--- src/rtl/irq_regs_pkg.sv ---
package irq_regs_pkg;

    localparam int ADDR_W = 12;

    typedef enum logic [3:0] {
        WIN_NONE,
        WIN_EN_SET,
        WIN_EN_CLR,
        WIN_PD_SET,
        WIN_PD_CLR,
        WIN_AC_SET,
        WIN_AC_CLR,
        WIN_PRIO,
        WIN_CFG
    } win_e;

    typedef enum logic {
        RS_IDLE,
        RS_DATA
    } rd_state_e;

    // Map a byte address to its window; misaligned addresses map nowhere.
    function automatic win_e decode_win(input logic [ADDR_W-1:0] a);
        win_e w;
        w = WIN_NONE;
        if (a[1:0] == 2'b00) begin
            if (a[11:10] == 2'b00) begin
                case (a[9:7])
                    3'd0:    w = WIN_EN_SET;
                    3'd1:    w = WIN_EN_CLR;
                    3'd2:    w = WIN_PD_SET;
                    3'd3:    w = WIN_PD_CLR;
                    3'd4:    w = WIN_AC_SET;
                    3'd5:    w = WIN_AC_CLR;
                    default: w = WIN_NONE;
                endcase
            end else if (a[11:10] == 2'b01) begin
                w = WIN_PRIO;
            end else if (a[11:8] == 4'hC) begin
                w = WIN_CFG;
            end
        end
        return w;
    endfunction

endpackage

--- src/rtl/irq_bit_bank.sv ---
module irq_bit_bank #(
    parameter int NUM_IRQ = 64
) (
    input  logic               clk,
    input  logic               rst_n,
    input  logic [NUM_IRQ-1:0] set_mask,
    input  logic [NUM_IRQ-1:0] clr_mask,
    input  logic [NUM_IRQ-1:0] hw_set,
    output logic [NUM_IRQ-1:0] state_q
);

    // Set terms are applied after the clear term, so any set wins a collision.
    always_ff @(posedge clk or negedge rst_n) begin
        if (!rst_n) begin
            state_q <= '0;
        end else begin
            state_q <= (state_q & ~clr_mask) | set_mask | hw_set;
        end
    end

endmodule

--- src/rtl/irq_prio_bank.sv ---
module irq_prio_bank #(
    parameter int NUM_IRQ   = 64,
    parameter int PRIO_BITS = 5
) (
    input  logic                   clk,
    input  logic                   rst_n,
    input  logic [NUM_IRQ/4-1:0]   word_we,
    input  logic [31:0]            wdata,
    output logic [NUM_IRQ*8-1:0]   prio_flat
);

    localparam int LOW_BITS = 8 - PRIO_BITS;

    logic unused_wdata;
    assign unused_wdata = ^wdata;

    for (genvar i = 0; i < NUM_IRQ; i++) begin : g_irq
        logic [PRIO_BITS-1:0] prio_q;

        always_ff @(posedge clk or negedge rst_n) begin
            if (!rst_n) begin
                prio_q <= '0;
            end else if (word_we[i/4]) begin
                prio_q <= wdata[(i%4)*8+7 -: PRIO_BITS];
            end
        end

        assign prio_flat[i*8 +: 8] = 8'(prio_q) << LOW_BITS;
    end

endmodule

--- src/rtl/irq_cfg_bank.sv ---
module irq_cfg_bank #(
    parameter int NUM_IRQ  = 64,
    parameter int NUM_PRIV = 32
) (
    input  logic                  clk,
    input  logic                  rst_n,
    input  logic [NUM_IRQ/16-1:0] word_we,
    input  logic [31:0]           wdata,
    output logic [NUM_IRQ-1:0]    edge_q
);

    logic unused_wdata;
    assign unused_wdata = ^wdata;

    for (genvar i = 0; i < NUM_IRQ; i++) begin : g_irq
        if (i < NUM_PRIV) begin : g_fixed
            assign edge_q[i] = 1'b0;
        end else begin : g_prog
            always_ff @(posedge clk or negedge rst_n) begin
                if (!rst_n) begin
                    edge_q[i] <= 1'b0;
                end else if (word_we[i/16]) begin
                    edge_q[i] <= wdata[(i%16)*2+1];
                end
            end
        end
    end

endmodule

--- src/rtl/irq_state_regs.sv ---
module irq_state_regs
    import irq_regs_pkg::*;
#(
    parameter int NUM_IRQ   = 64,
    parameter int NUM_PRIV  = 32,
    parameter int PRIO_BITS = 5
) (
    input  logic              clk,
    input  logic              rst_n,
    input  logic [ADDR_W-1:0] addr,
    input  logic [31:0]       wdata,
    input  logic              wr_en,
    input  logic              rd_en,
    output logic [31:0]       rdata,
    output logic              rd_valid,
    input  logic [NUM_IRQ-1:0] hw_pend_set
);

    localparam int NUM_BW = NUM_IRQ / 32;
    localparam int NUM_PW = NUM_IRQ / 4;
    localparam int NUM_CW = NUM_IRQ / 16;

    win_e       win;
    logic [4:0] bw_idx;
    logic [7:0] pw_idx;
    logic [5:0] cw_idx;

    assign win    = decode_win(addr);
    assign bw_idx = addr[6:2];
    assign pw_idx = addr[9:2];
    assign cw_idx = addr[7:2];

    logic [NUM_IRQ-1:0] en_set_m, en_clr_m, pd_set_m, pd_clr_m, ac_set_m, ac_clr_m;
    logic [NUM_IRQ-1:0] en_q, pd_q, ac_q, edge_q;
    logic [NUM_IRQ*8-1:0] prio_flat;
    logic [NUM_PW-1:0] pw_we;
    logic [NUM_CW-1:0] cw_we;

    // Write masks for the one-bit windows, one 32-bit lane per word.
    for (genvar w = 0; w < NUM_BW; w++) begin : g_bw
        logic hit;
        assign hit = wr_en && (int'(bw_idx) == w);
        assign en_set_m[w*32 +: 32] = (hit && win == WIN_EN_SET) ? wdata : '0;
        assign en_clr_m[w*32 +: 32] = (hit && win == WIN_EN_CLR) ? wdata : '0;
        assign pd_set_m[w*32 +: 32] = (hit && win == WIN_PD_SET) ? wdata : '0;
        assign pd_clr_m[w*32 +: 32] = (hit && win == WIN_PD_CLR) ? wdata : '0;
        assign ac_set_m[w*32 +: 32] = (hit && win == WIN_AC_SET) ? wdata : '0;
        assign ac_clr_m[w*32 +: 32] = (hit && win == WIN_AC_CLR) ? wdata : '0;
    end

    for (genvar w = 0; w < NUM_PW; w++) begin : g_pw
        assign pw_we[w] = wr_en && (win == WIN_PRIO) && (int'(pw_idx) == w);
    end

    for (genvar w = 0; w < NUM_CW; w++) begin : g_cw
        assign cw_we[w] = wr_en && (win == WIN_CFG) && (int'(cw_idx) == w);
    end

    irq_bit_bank #(.NUM_IRQ(NUM_IRQ)) u_enable (
        .clk(clk), .rst_n(rst_n), .set_mask(en_set_m), .clr_mask(en_clr_m),
        .hw_set('0), .state_q(en_q)
    );

    irq_bit_bank #(.NUM_IRQ(NUM_IRQ)) u_pending (
        .clk(clk), .rst_n(rst_n), .set_mask(pd_set_m), .clr_mask(pd_clr_m),
        .hw_set(hw_pend_set), .state_q(pd_q)
    );

    irq_bit_bank #(.NUM_IRQ(NUM_IRQ)) u_active (
        .clk(clk), .rst_n(rst_n), .set_mask(ac_set_m), .clr_mask(ac_clr_m),
        .hw_set('0), .state_q(ac_q)
    );

    irq_prio_bank #(.NUM_IRQ(NUM_IRQ), .PRIO_BITS(PRIO_BITS)) u_prio (
        .clk(clk), .rst_n(rst_n), .word_we(pw_we), .wdata(wdata),
        .prio_flat(prio_flat)
    );

    irq_cfg_bank #(.NUM_IRQ(NUM_IRQ), .NUM_PRIV(NUM_PRIV)) u_cfg (
        .clk(clk), .rst_n(rst_n), .word_we(cw_we), .wdata(wdata),
        .edge_q(edge_q)
    );

    // Read word selection; anything unmatched reads zero.
    logic [31:0] rd_word;
    always_comb begin
        rd_word = '0;
        case (win)
            WIN_EN_SET, WIN_EN_CLR: begin
                for (int w = 0; w < NUM_BW; w++)
                    if (int'(bw_idx) == w) rd_word = en_q[w*32 +: 32];
            end
            WIN_PD_SET, WIN_PD_CLR: begin
                for (int w = 0; w < NUM_BW; w++)
                    if (int'(bw_idx) == w) rd_word = pd_q[w*32 +: 32];
            end
            WIN_AC_SET, WIN_AC_CLR: begin
                for (int w = 0; w < NUM_BW; w++)
                    if (int'(bw_idx) == w) rd_word = ac_q[w*32 +: 32];
            end
            WIN_PRIO: begin
                for (int w = 0; w < NUM_PW; w++)
                    if (int'(pw_idx) == w) rd_word = prio_flat[w*32 +: 32];
            end
            WIN_CFG: begin
                for (int w = 0; w < NUM_CW; w++)
                    if (int'(cw_idx) == w)
                        for (int k = 0; k < 16; k++)
                            rd_word[2*k+1] = edge_q[w*16+k];
            end
            default: rd_word = '0;
        endcase
    end

    // Read response state machine.
    rd_state_e st_q, st_d;
    logic [31:0] rdata_q;

    always_comb begin
        unique case (st_q)
            RS_IDLE: st_d = rd_en ? RS_DATA : RS_IDLE;
            RS_DATA: st_d = rd_en ? RS_DATA : RS_IDLE;
        endcase
    end

    always_ff @(posedge clk or negedge rst_n) begin
        if (!rst_n) begin
            st_q    <= RS_IDLE;
            rdata_q <= '0;
        end else begin
            st_q <= st_d;
            if (rd_en) rdata_q <= rd_word;
        end
    end

    always_comb begin
        rd_valid = (st_q == RS_DATA);
        rdata    = rdata_q;
    end

endmodule

--- config.mk ---
export PLATFORM = sky130hd
export DESIGN_NAME = irq_state_regs
export DESIGN_NICKNAME = d
export VERILOG_FILES = /design/src/rtl/irq_regs_pkg.sv /design/src/rtl/irq_bit_bank.sv /design/src/rtl/irq_prio_bank.sv /design/src/rtl/irq_cfg_bank.sv /design/src/rtl/irq_state_regs.sv
export SDC_FILE = /design/constraint.sdc
export NUM_CORES = 1
export LEC_CHECK = 0
export BUFFER_PORTS_ARGS = -buffer_cell sky130_fd_sc_hd__buf_2
export CAP_MARGIN = 15
export CORE_MARGIN = 4
export CORE_UTILIZATION = 30
export CTS_BUF_LIST = sky130_fd_sc_hd__clkbuf_8
export CTS_CLUSTER_SIZE = 28
export DETAILED_ROUTE_END_ITERATION = 10
export PLACE_DENSITY = 0.54
export SLEW_MARGIN = 20
export SYNTH_ARGS = -nofsm -noshare
export SYNTH_HDL_FRONTEND = slang
export SYNTH_SLANG_ARGS = --single-unit
--- constraint.sdc ---
create_clock -name clk -period 2.84 [get_ports clk]
set_input_delay 0.142 -clock clk [delete_from_list [all_inputs] [get_ports clk]]
set_output_delay 0.142 -clock clk [all_outputs]
set_load 0.02 [all_outputs]
==> metrics <==
final RePlAce weighted congestion between 0.8 and 0.9; async set or reset register ratio after synthesis 100%; Ys Warns 0; Crit Path Category in -> reg; DRT antenna net count 0; Distinct cells, synth 67; die outline height 311 um; DRC viols 0; mean post-synth cell area around 11 um2; final setup fails 0; cell area after synthesis 27500 um2; outcome complete, no violations; leakage 14.9 nW; Clock Root Buffer clkbuf_8; CP arrival 2890 ps; layout cells sized above 1 slightly above 30%; Via density 5.61; crit-path max FO 32; final hold violation count 0; chip width 311 um; I/O pins between 100 and 150; CP Data Required Time 3410 ps; CP cell instances buf_4 -> inv_1 -> buf_4 -> nand3_1 -> or3_1 -> nor2_4 -> buf_12 -> nand2_1 -> a221o_1 -> dlygate4sd3_1; clk slew on worst S/H paths approximately 60 ps; Max Clk Rate ~430 MHz; total grt overflow 0; Placed Instances ~3600; most numerous cell on the critical path buf_4; dpl cell area 30100 um2; DR pass1 iterations 8; period utilisation layout 81.7%; PwrDens ~510 nW/um2; RSZ-0062 raised after global routing false; Detailed Route WL 98700 um; Seq/Total Area, Yosys a little over half; Slew HR 46.3%; gr usage total 19.9%; slowest CP cell dlygate4sd3_1; post-synth top area share 52.6%; Final #Nets 2828; clock insertion delay at the later pin of the skew report roughly 720 ps; #FFs+latches synth 577; clock skew 25.5 ps; Syn Nets 2539; post-CTS setup buffer count 0; post-route cell area 33600 um2; Detail Placement HPWL 65800 um; core area 90400 um2; cell taking the most area after synthesis dfrtp_1; number of synthesized flops with an enable pin 0; final slew viol count 0; crit path time final approximately 2300 ps; Worst-Margin Slew 795 ps; I/O Buffers 144; initial antenna violation count 4; wire length per cell 24.9 um; # Max-Cap Violations 0; worst min path class in -> reg; most used flip-flop cell after synthesis dfrtp_1; Area Growth Syn to Fin 22.3%; vias in the first global route ~23000; largest net degree at the start of global routing 118; synth top area cells dfrtp_1 53%, mux2_2 15%, a22o_1 4.2%; via count 22300; number of CTS-inserted buffers 100; clk buf depth 3; row count 110; depth of the CTS H-tree 3; max incr delay on CP between 500 and 600 ps; peak supply drop 317 uV; area of the die 96400 um2; CTS tree yes; Starting Density 30.4%; final cell count without fillers approximately 4000; CP endpoint kind register; CP Launch Type input pin; global-route wire length before repair 149000 um; drt initial violations ~2100; clock net sink count 577; Syn Inst Count around 2400
state kept, by name (all words and copies together), names as in the netlist:
signal / cells
u_prio.g_irq.prio_q: 320
u_pending.state_q: 64
u_enable.state_q: 64
u_active.state_q: 64
rd_valid: 1
u_cfg.edge_q: 32
rdata: 32
power breakdown:
part	internal (mW)	switching, mW
Combinational	0.345	0.791
Clock	4.25	3.59
Sequential	8.27	0.0282
cell type report:
| class | instances | area [um2] |
|---|---|---|
| diodes | 5 | 12.5 |
| clock buffers | 129 | 1780 |
| clock inverters | 47 | 283 |
| fillers | 8774 | 56800 |
| inverters | 8 | 30.0 |
| multi-input cells | 1591 | 12000 |
| flip-flops and latches | 577 | 14400 |
| well taps | 1176 | 1470 |
| repair buffers | 438 | 3530 |
cells in the mapped netlist, drive strengths merged (12+ instances only):
| library cell | n |
|---|---|
| mux2 | 364 |
| o211ai | 14 |
| o221ai | 33 |
| nand2 | 277 |
| mux2i | 61 |
| o22ai | 49 |
| a211oi | 12 |
| a221o | 74 |
| a221oi | 26 |
| buf | 96 |
| nor3 | 25 |
| dfrtp | 577 |
| nor2 | 107 |
| a2111oi | 12 |
| clkbuf | 155 |
| a22oi | 70 |
| nand3 | 50 |
| a21oi | 72 |
| a22o | 132 |
| nor2b | 14 |
| o21ai | 83 |
critical path: cells and delay by family:
family,cells,cell delay [ps]
AO/OA/AOI/OAI,1,300
AND/OR/NAND/NOR,4,930
buffers and inverters,5,1470
repair_timing:
item / CTS / global route
hold buffers: 141 / 0
endpoints found under the hold margin: 453 / 0
resized for setup: 0 / 0
worst paths after layout:
| kind | from | end | slack, ps | cells after the start |
|---|---|---|---|---|
| max | addr[2] | u_pending.state_q[17]$_DFF_PN0_ | 520 | 10 |
| min | addr[0] | rdata[21]$_DFFE_PN0P_ | 80 | 6 |
| max in group asynchronous | rst_n | rdata[3]$_DFFE_PN0P_ | 1090 | 4 |
| max reg2reg | u_prio.g_irq[12].prio_q[0]$_DFFE_PN0P_ | rdata[3]$_DFFE_PN0P_ | 770 | 5 |
| min reg2reg | u_active.state_q[14]$_DFF_PN0_ | u_active.state_q[14]$_DFF_PN0_ | 500 | 1 |
| min in group asynchronous | rst_n | u_enable.state_q[34]$_DFF_PN0_ | 570 | 3 |
metrics by stage:
stage	setup slack [ps]	hold WS (ps)	setup TNS, ps	total power [mW]	util [%]
2_1_floorplan	784	-154	0	8.87	-
3_3_place_gp	-77.5	157	-77.5	9.44	33.3
3_5_place_dp	-16.6	177	-16.6	9.45	33.3
4_1_cts	605	4.86	0	17.5	37.1
5_1_grt	466	53.2	0	17.9	37.1
6_report	521	83.6	0	17.3	37.1
cell families (layout without fill, tap and decap cells):
| kind of cell | after synthesis | count (layout) | share of synthesized area (%) |
|---|---|---|---|
| compound gates | 639 | 639 | 17.7 |
| mux | 426 | 426 | 17.2 |
| other cells | 0 | 5 | 0 |
| flops | 577 | 577 | 52.6 |
| buf+inv | 259 | 622 | 3.99 |
| simple gates | 526 | 526 | 8.53 |
per-layer routing:
layer	track usage, %	part of all wire (%)	vias to the layer above
met5	0	0.013	-
met4	5.88	2.6	2
met3	5.05	8.2	180
met2	31.0	45	1004
met1	27.4	44	11500
li1	-	-	9615
placed cells by master (no fill, tap or decap), drive strengths merged, types with 61 or more instances in the layout:
cell,Yosys,layout
a21oi,72,72
a221o,74,74
a22o,132,132
a22oi,70,70
buf,96,297
clkbuf,155,129
dfrtp,577,577
dlygate4sd3,0,141
mux2,364,364
mux2i,61,61
nand2,277,277
nor2,107,107
o21ai,83,83
Power figures use the tool's default switching activity.
